--- src/rtl/i2c_tmo_pkg.sv ---
package i2c_tmo_pkg;
  localparam int INACT_W = 5;

  typedef enum logic [1:0] {
    INACT_OFF   = 2'd0,
    INACT_SHORT = 2'd1,
    INACT_MID   = 2'd2,
    INACT_LONG  = 2'd3
  } inact_sel_e;

  function automatic logic [INACT_W-1:0] inact_ticks(input logic [1:0] sel);
    case (inact_sel_e'(sel))
      INACT_SHORT: inact_ticks = INACT_W'(5);
      INACT_MID:   inact_ticks = INACT_W'(10);
      INACT_LONG:  inact_ticks = INACT_W'(20);
      default:     inact_ticks = INACT_W'(0);
    endcase
  endfunction
endpackage

--- src/rtl/line_edge_det.sv ---
module line_edge_det #(
  parameter int N = 2
) (
  input  logic         clk,
  input  logic         rst,
  input  logic [N-1:0] lines,
  output logic [N-1:0] edges
);
  logic [N-1:0] prev_q;

  for (genvar i = 0; i < N; i++) begin : g_line
    always_ff @(posedge clk) begin
      if (rst) prev_q[i] <= 1'b1;
      else     prev_q[i] <= lines[i];
    end
    assign edges[i] = lines[i] ^ prev_q[i];
  end
endmodule

--- src/rtl/tick_divider.sv ---
module tick_divider #(
  parameter int DIV = 100000
) (
  input  logic clk,
  input  logic rst,
  input  logic active,
  input  logic restart,
  output logic tick
);
  localparam int DW = (DIV > 2) ? $clog2(DIV) : 1;
  localparam logic [DW-1:0] LAST = DW'(DIV - 1);

  logic [DW-1:0] cnt_q;

  assign tick = active && !restart && (cnt_q == LAST);

  always_ff @(posedge clk) begin
    if (rst || !active || restart) cnt_q <= '0;
    else if (cnt_q == LAST)        cnt_q <= '0;
    else                           cnt_q <= cnt_q + DW'(1);
  end

  a_r6_restart_clears_tick: assert property (@(posedge clk) disable iff (rst)
    restart |=> !tick);
endmodule

--- src/rtl/tick_timeout.sv ---
module tick_timeout #(
  parameter int W = 5
) (
  input  logic         clk,
  input  logic         rst,
  input  logic         active,
  input  logic         restart,
  input  logic         tick,
  input  logic [W-1:0] limit,
  output logic         fire
);
  logic [W-1:0] cnt_q;
  logic         room;

  assign room = (limit != '0) && (cnt_q != limit);
  assign fire = active && !restart && tick && room && ((cnt_q + W'(1)) == limit);

  always_ff @(posedge clk) begin
    if (rst || !active || restart) cnt_q <= '0;
    else if (tick && room)         cnt_q <= cnt_q + W'(1);
  end

  a_r5_fire_once: assert property (@(posedge clk) disable iff (rst)
    fire |=> !fire);
endmodule

--- src/rtl/i2c_bus_timeout_mon.sv ---
module i2c_bus_timeout_mon
  import i2c_tmo_pkg::*;
#(
  parameter int MS_DIV    = 100000,
  parameter int SCL_DIV   = 1000,
  parameter int LOW_TICKS = 30
) (
  input  logic       clk,
  input  logic       rst,
  input  logic       scl_in,
  input  logic       sda_in,
  input  logic       hold_active,
  input  logic       lowto_en,
  input  logic [1:0] inact_sel,
  input  logic       status_clr,
  output logic       release_hold_o,
  output logic       gen_stop_o,
  output logic       force_idle_o,
  output logic       lowto_sts_o,
  output logic       buserr_sts_o
);
  localparam int LOW_W = $clog2(LOW_TICKS + 1);
  localparam logic [LOW_W-1:0] LOW_LIMIT = LOW_W'(LOW_TICKS);

  logic [1:0] edges;
  logic       scl_low, low_active, inact_active, inact_restart;
  logic       ms_tick, per_tick, low_fire, inact_fire;

  line_edge_det #(.N(2)) u_edges (
    .clk(clk), .rst(rst), .lines({sda_in, scl_in}), .edges(edges)
  );

  assign scl_low       = !scl_in;
  assign low_active    = lowto_en && scl_low;
  assign inact_active  = (inact_sel != 2'd0) && scl_low;
  assign inact_restart = edges[0] || edges[1];

  tick_divider #(.DIV(MS_DIV)) u_ms_div (
    .clk(clk), .rst(rst), .active(low_active), .restart(edges[0]), .tick(ms_tick)
  );

  tick_timeout #(.W(LOW_W)) u_low_tmo (
    .clk(clk), .rst(rst), .active(low_active), .restart(edges[0]),
    .tick(ms_tick), .limit(LOW_LIMIT), .fire(low_fire)
  );

  tick_divider #(.DIV(SCL_DIV)) u_per_div (
    .clk(clk), .rst(rst), .active(inact_active), .restart(inact_restart), .tick(per_tick)
  );

  tick_timeout #(.W(INACT_W)) u_inact_tmo (
    .clk(clk), .rst(rst), .active(inact_active), .restart(inact_restart),
    .tick(per_tick), .limit(inact_ticks(inact_sel)), .fire(inact_fire)
  );

  always_ff @(posedge clk) begin
    if (rst) begin
      gen_stop_o     <= 1'b0;
      release_hold_o <= 1'b0;
      force_idle_o   <= 1'b0;
      lowto_sts_o    <= 1'b0;
      buserr_sts_o   <= 1'b0;
    end else begin
      gen_stop_o     <= low_fire;
      release_hold_o <= low_fire && hold_active;
      force_idle_o   <= inact_fire;
      lowto_sts_o    <= low_fire || (lowto_sts_o && !status_clr);
      buserr_sts_o   <= low_fire || (buserr_sts_o && !status_clr);
    end
  end

  a_r4_stop_sets_status: assert property (@(posedge clk) disable iff (rst)
    gen_stop_o |-> (lowto_sts_o && buserr_sts_o));
  a_r3_release_needs_hold: assert property (@(posedge clk) disable iff (rst)
    release_hold_o |-> ($past(hold_active) && gen_stop_o));
  a_r4_status_sticky: assert property (@(posedge clk) disable iff (rst)
    ($past(lowto_sts_o) && !$past(status_clr)) |-> lowto_sts_o);
  a_r5_single_stop: assert property (@(posedge clk) disable iff (rst)
    gen_stop_o |=> !gen_stop_o);
  a_r7_disabled_no_stop: assert property (@(posedge clk) disable iff (rst)
    !$past(lowto_en) |-> !gen_stop_o);
  a_r8_idle_needs_select: assert property (@(posedge clk) disable iff (rst)
    force_idle_o |-> ($past(inact_sel) != 2'd0));
endmodule

--- config.mk ---
export PLATFORM = sky130hd
export DESIGN_NAME = i2c_bus_timeout_mon
export DESIGN_NICKNAME = d
export VERILOG_FILES = /design/src/rtl/i2c_tmo_pkg.sv /design/src/rtl/line_edge_det.sv /design/src/rtl/tick_divider.sv /design/src/rtl/tick_timeout.sv /design/src/rtl/i2c_bus_timeout_mon.sv
export SDC_FILE = /design/constraint.sdc
export NUM_CORES = 1
export LEC_CHECK = 0
export ABC_AREA = 1
export BUFFER_PORTS_ARGS = -buffer_cell sky130_fd_sc_hd__buf_4
export CORE_MARGIN = 3
export CORE_UTILIZATION = 32
export DETAILED_ROUTE_END_ITERATION = 6
export PLACE_DENSITY = 0.5
export SYNTH_ARGS = -nofsm -noshare
export SYNTH_HDL_FRONTEND = slang
export SYNTH_SLANG_ARGS = --single-unit
--- constraint.sdc ---
create_clock -name clk -period 3.8 [get_ports clk]
set_input_delay 0.19 -clock clk [delete_from_list [all_inputs] [get_ports clk]]
set_output_delay 0.19 -clock clk [all_outputs]
set_load 0.01 [all_outputs]
==> results.sh <==
export IMPL_timing_final_crit_share_pct=43.3
export IMPL_later_pin_clock_latency_in_the_skew_report_ns=0.29
export IMPL_nets=365
export IMPL_syn_nets=347
export IMPL_seq_area_frac_synth_pct=37.7
export IMPL_tritoncts="done"
export IMPL_rows=30
export IMPL_crit_path_max_incr_delay_ns=0.41
export IMPL_synth_edf_count=0
export IMPL_globalplace_congestion=0.786
export IMPL_cap_viol_max_count=0
export IMPL_route_final_wire_length_mm=4.36
export IMPL_result_of_the_run="finished, final reports clean"
export IMPL_worst_setup_path_start_kind="flip-flop"
export IMPL_layout_commonest_cell="sky130_fd_sc_hd__nand2_1"
export IMPL_critical_path_slowest_cell="sky130_fd_sc_hd__o21ai_4"
export IMPL_crit_fanout=15
export IMPL_postSynthCellCount=332
export IMPL_drt_pass1_iterations=4
export IMPL_synthFlopType="sky130_fd_sc_hd__dfxtp_1"
export IMPL_syn_area_um2=2330
export IMPL_number_of_hold_violations_in_the_final_report=0
export IMPL_synth_largest_area_cell="sky130_fd_sc_hd__dfxtp_1"
export IMPL_layoutNonFillerInstCount=447
export IMPL_clock_skew_ns=0.00544
export IMPL_ant_nets=0
export IMPL_totalPowerFinal_w=0.000846
export IMPL_stdcell_area_um2=2650
export IMPL_critPathCaptureType="flip-flop"
export IMPL_area_growth_syn_to_layout_pct=13.3
export IMPL_overflow_left_after_global_routing=0
export IMPL_reg2reg_setup_slack_ns=2.16
export IMPL_cp_arrival_ns=1.84
export IMPL_routed_length_per_placed_instance_um=9.76
export IMPL_wire_length_of_the_first_global_routing_pass_mm=7.87
export IMPL_drt_first_iter_violations=63
export IMPL_placement_cell_area_um2=2540
export IMPL_die_span_in_y_um=91.4
export IMPL_setup_violations=0
export IMPL_cts_path_max_buffers=2
export IMPL_post_synth_num_cell_types=32
export IMPL_number_of_register_bits_inferred_by_synthesis=44
export IMPL_io_buffer_count=13
export IMPL_synthesis_yosys_warnings=0
export IMPL_setup_total_negative_slack_ns=0
export IMPL_max_freq_ghz=0.608
export IMPL_yosys_top_cells_area="sky130_fd_sc_hd__dfxtp_1 (38%), sky130_fd_sc_hd__nand2_1 (12%), sky130_fd_sc_hd__nor2_1 (8.5%)"
export IMPL_leakage_nw=1.08
export IMPL_p_per_area_nw_per_um2=320
export IMPL_timing_slew_headroom_pct=69.5
export IMPL_clock_slew_at_the_register_clock_pins_of_the_worst_setup_and_hold_paths_ns=0.08
export IMPL_max_slew_worst_pin_slew_ns=0.456
export IMPL_final_max_slew_violation_count=0
export IMPL_htree_num_levels=2
export IMPL_floorplan_io_pins=14
export IMPL_worst_supply_voltage_drop_on_vdd_v=0.000165
export IMPL_initial_core_util_pct=33.6
export IMPL_layout_drive_gt1_share_pct=14.0
export IMPL_place_detailed_instances=439
export IMPL_layout_common_cells="sky130_fd_sc_hd__nand2_1 (77), sky130_fd_sc_hd__nor2_1 (53), sky130_fd_sc_hd__dfxtp_1 (44), sky130_fd_sc_hd__inv_1 (40), sky130_fd_sc_hd__nand3_1 (26)"
export IMPL_vias_per_cell=4.38
export IMPL_grt_antenna_before_repair=0
export IMPL_grt_max_degree=16
export IMPL_critical_path_cell_chain="ha_1, nand2_1, nor2_2, nand3_2, o21ai_4, inv_2, nand3_1, inv_1"
export IMPL_worst_setup_path_type="flip-flop to flip-flop"
export IMPL_vias=1958
export IMPL_cts_hold_fix_buffers=0
export IMPL_cts_inserted_buffers=5
export IMPL_cts_post_setup_buffers_inserted=0
export IMPL_gr_usage_all_layers_pct=11.4
export IMPL_asyncSetResetFlopFracSynth_pct=0
export IMPL_antenna_cells=0
export IMPL_cts_resized=0
export IMPL_cts_root_buffer_cell="sky130_fd_sc_hd__clkbuf_8"
export IMPL_number_of_global_route_vias_before_repair=1811
export IMPL_rsz0062_at_grt="false"
export IMPL_worstPathBufferInverterCount=2
export IMPL_timing_critical_path_required_ns=4.00
export IMPL_die_area_um2=8360
export IMPL_post_synth_top_area_fraction_pct=37.7
export IMPL_die_x_um=91.4
export IMPL_timing_final_crit_period_ns=1.64
export IMPL_tritoncts_num_sinks=44
export IMPL_drcViolationCount=0
export IMPL_min_delay_worst_type="input pin to flip-flop"
export IMPL_critPathTopFamily="simple AND/OR/NAND/NOR gates"
export IMPL_avgSynthCellArea_um2=7.03
export IMPL_core_area_um2=6940
export IMPL_dp_hpwl_mm=3.32
layer usage:
layer	share of wire [%]	global-route usage (%)	routed length [um]	vias to the layer above
li1	-	-	-	1083
met1	51	14.4	2210	847
met2	45	19.1	1970	21
met3	3.0	2.57	129	7
met4	1.2	3.39	51	0
met5	0	0	0	-
worst register-to-register path, stage by stage, from the launching register on:
cell and delay (ns):
sky130_fd_sc_hd__dfxtp_1 0.36, sky130_fd_sc_hd__ha_1 0.19, sky130_fd_sc_hd__nand2_1 0.08, sky130_fd_sc_hd__nor2_2 0.15
sky130_fd_sc_hd__nand3_2 0.14, sky130_fd_sc_hd__o21ai_4 0.41, sky130_fd_sc_hd__inv_2 0.09, sky130_fd_sc_hd__nand3_1 0.09
sky130_fd_sc_hd__inv_1 0.03
final timing paths:
check,end,cells past startpoint,start
min,u_edges.prev_q[0],3,scl_in
min reg2reg,u_ms_div.cnt_q[0],1,u_ms_div.cnt_q[0]
max reg2reg,u_ms_div.cnt_q[15],8,u_ms_div.cnt_q[0]
max,u_ms_div.cnt_q[15],8,u_ms_div.cnt_q[0]
state kept, by name, summed over array words and instances (netlist names):
register           cells
lowto_sts_o            1
release_hold_o         1
force_idle_o           1
u_inact_tmo.cnt_q      5
u_ms_div.cnt_q        17
gen_stop_o             1
buserr_sts_o           1
u_edges.prev_q         2
u_per_div.cnt_q       10
u_low_tmo.cnt_q        5
per-stage QoR:
step	hold slack, ns	setup WS, ns	util [%]
2_1_floorplan	0.278	2.43	-
3_3_place_gp	0.384	2.20	36.5
3_5_place_dp	0.390	2.14	36.5
4_1_cts	0.0794	2.12	38.1
5_1_grt	0.0839	1.95	38.1
6_report	0.0853	2.16	38.1
report_power, final:
group | total, W | switching (W) | internal [W]
clock | 0.000356 | 0.000160 | 0.000195
combinational | 0.0000281 | 0.0000169 | 0.0000112
sequential | 0.000463 | 0.000000596 | 0.000462
cell type report:
cell class | instances | area, um^2
inverters | 47 | 176
well taps | 96 | 120
fillers | 735 | 4300
clock inverters | 2 | 35.0
repair buffers | 13 | 97.6
flip-flops and latches | 44 | 881
clock buffers | 6 | 72.6
multi-input cells | 239 | 1260
Yosys cell counts, types with 2 or more instances:
master and count:
sky130_fd_sc_hd__nand4_1 4, sky130_fd_sc_hd__nor3_4 2, sky130_fd_sc_hd__nor2_2 5, sky130_fd_sc_hd__ha_1 6, sky130_fd_sc_hd__nor3b_1 2, sky130_fd_sc_hd__buf_4 2
sky130_fd_sc_hd__or2_2 3, sky130_fd_sc_hd__inv_1 40, sky130_fd_sc_hd__dfxtp_1 44, sky130_fd_sc_hd__nor3_1 7, sky130_fd_sc_hd__nand4_2 2, sky130_fd_sc_hd__nor3_2 2
sky130_fd_sc_hd__xor2_1 10, sky130_fd_sc_hd__inv_2 7, sky130_fd_sc_hd__a21oi_1 15, sky130_fd_sc_hd__nand3_2 3, sky130_fd_sc_hd__nand3b_1 3, sky130_fd_sc_hd__o21ai_0 6
sky130_fd_sc_hd__xnor2_1 2, sky130_fd_sc_hd__nand2_1 77, sky130_fd_sc_hd__nand3_1 26, sky130_fd_sc_hd__or2_0 2, sky130_fd_sc_hd__nor2_1 53
cell families (layout without fill, tap and decap cells):
group	count (synthesis)	count (layout)	synth area share [%]
and+or+nand+nor	197	197	40.6
adders and majority gates	6	6	3.22
buffers and inverters	49	68	8.20
DFF	44	44	37.7
AOI/OAI and AO/OA	24	24	5.73
xor gates and xnor gates	12	12	4.50
Note: power is estimated with default switching activity, not from simulation.
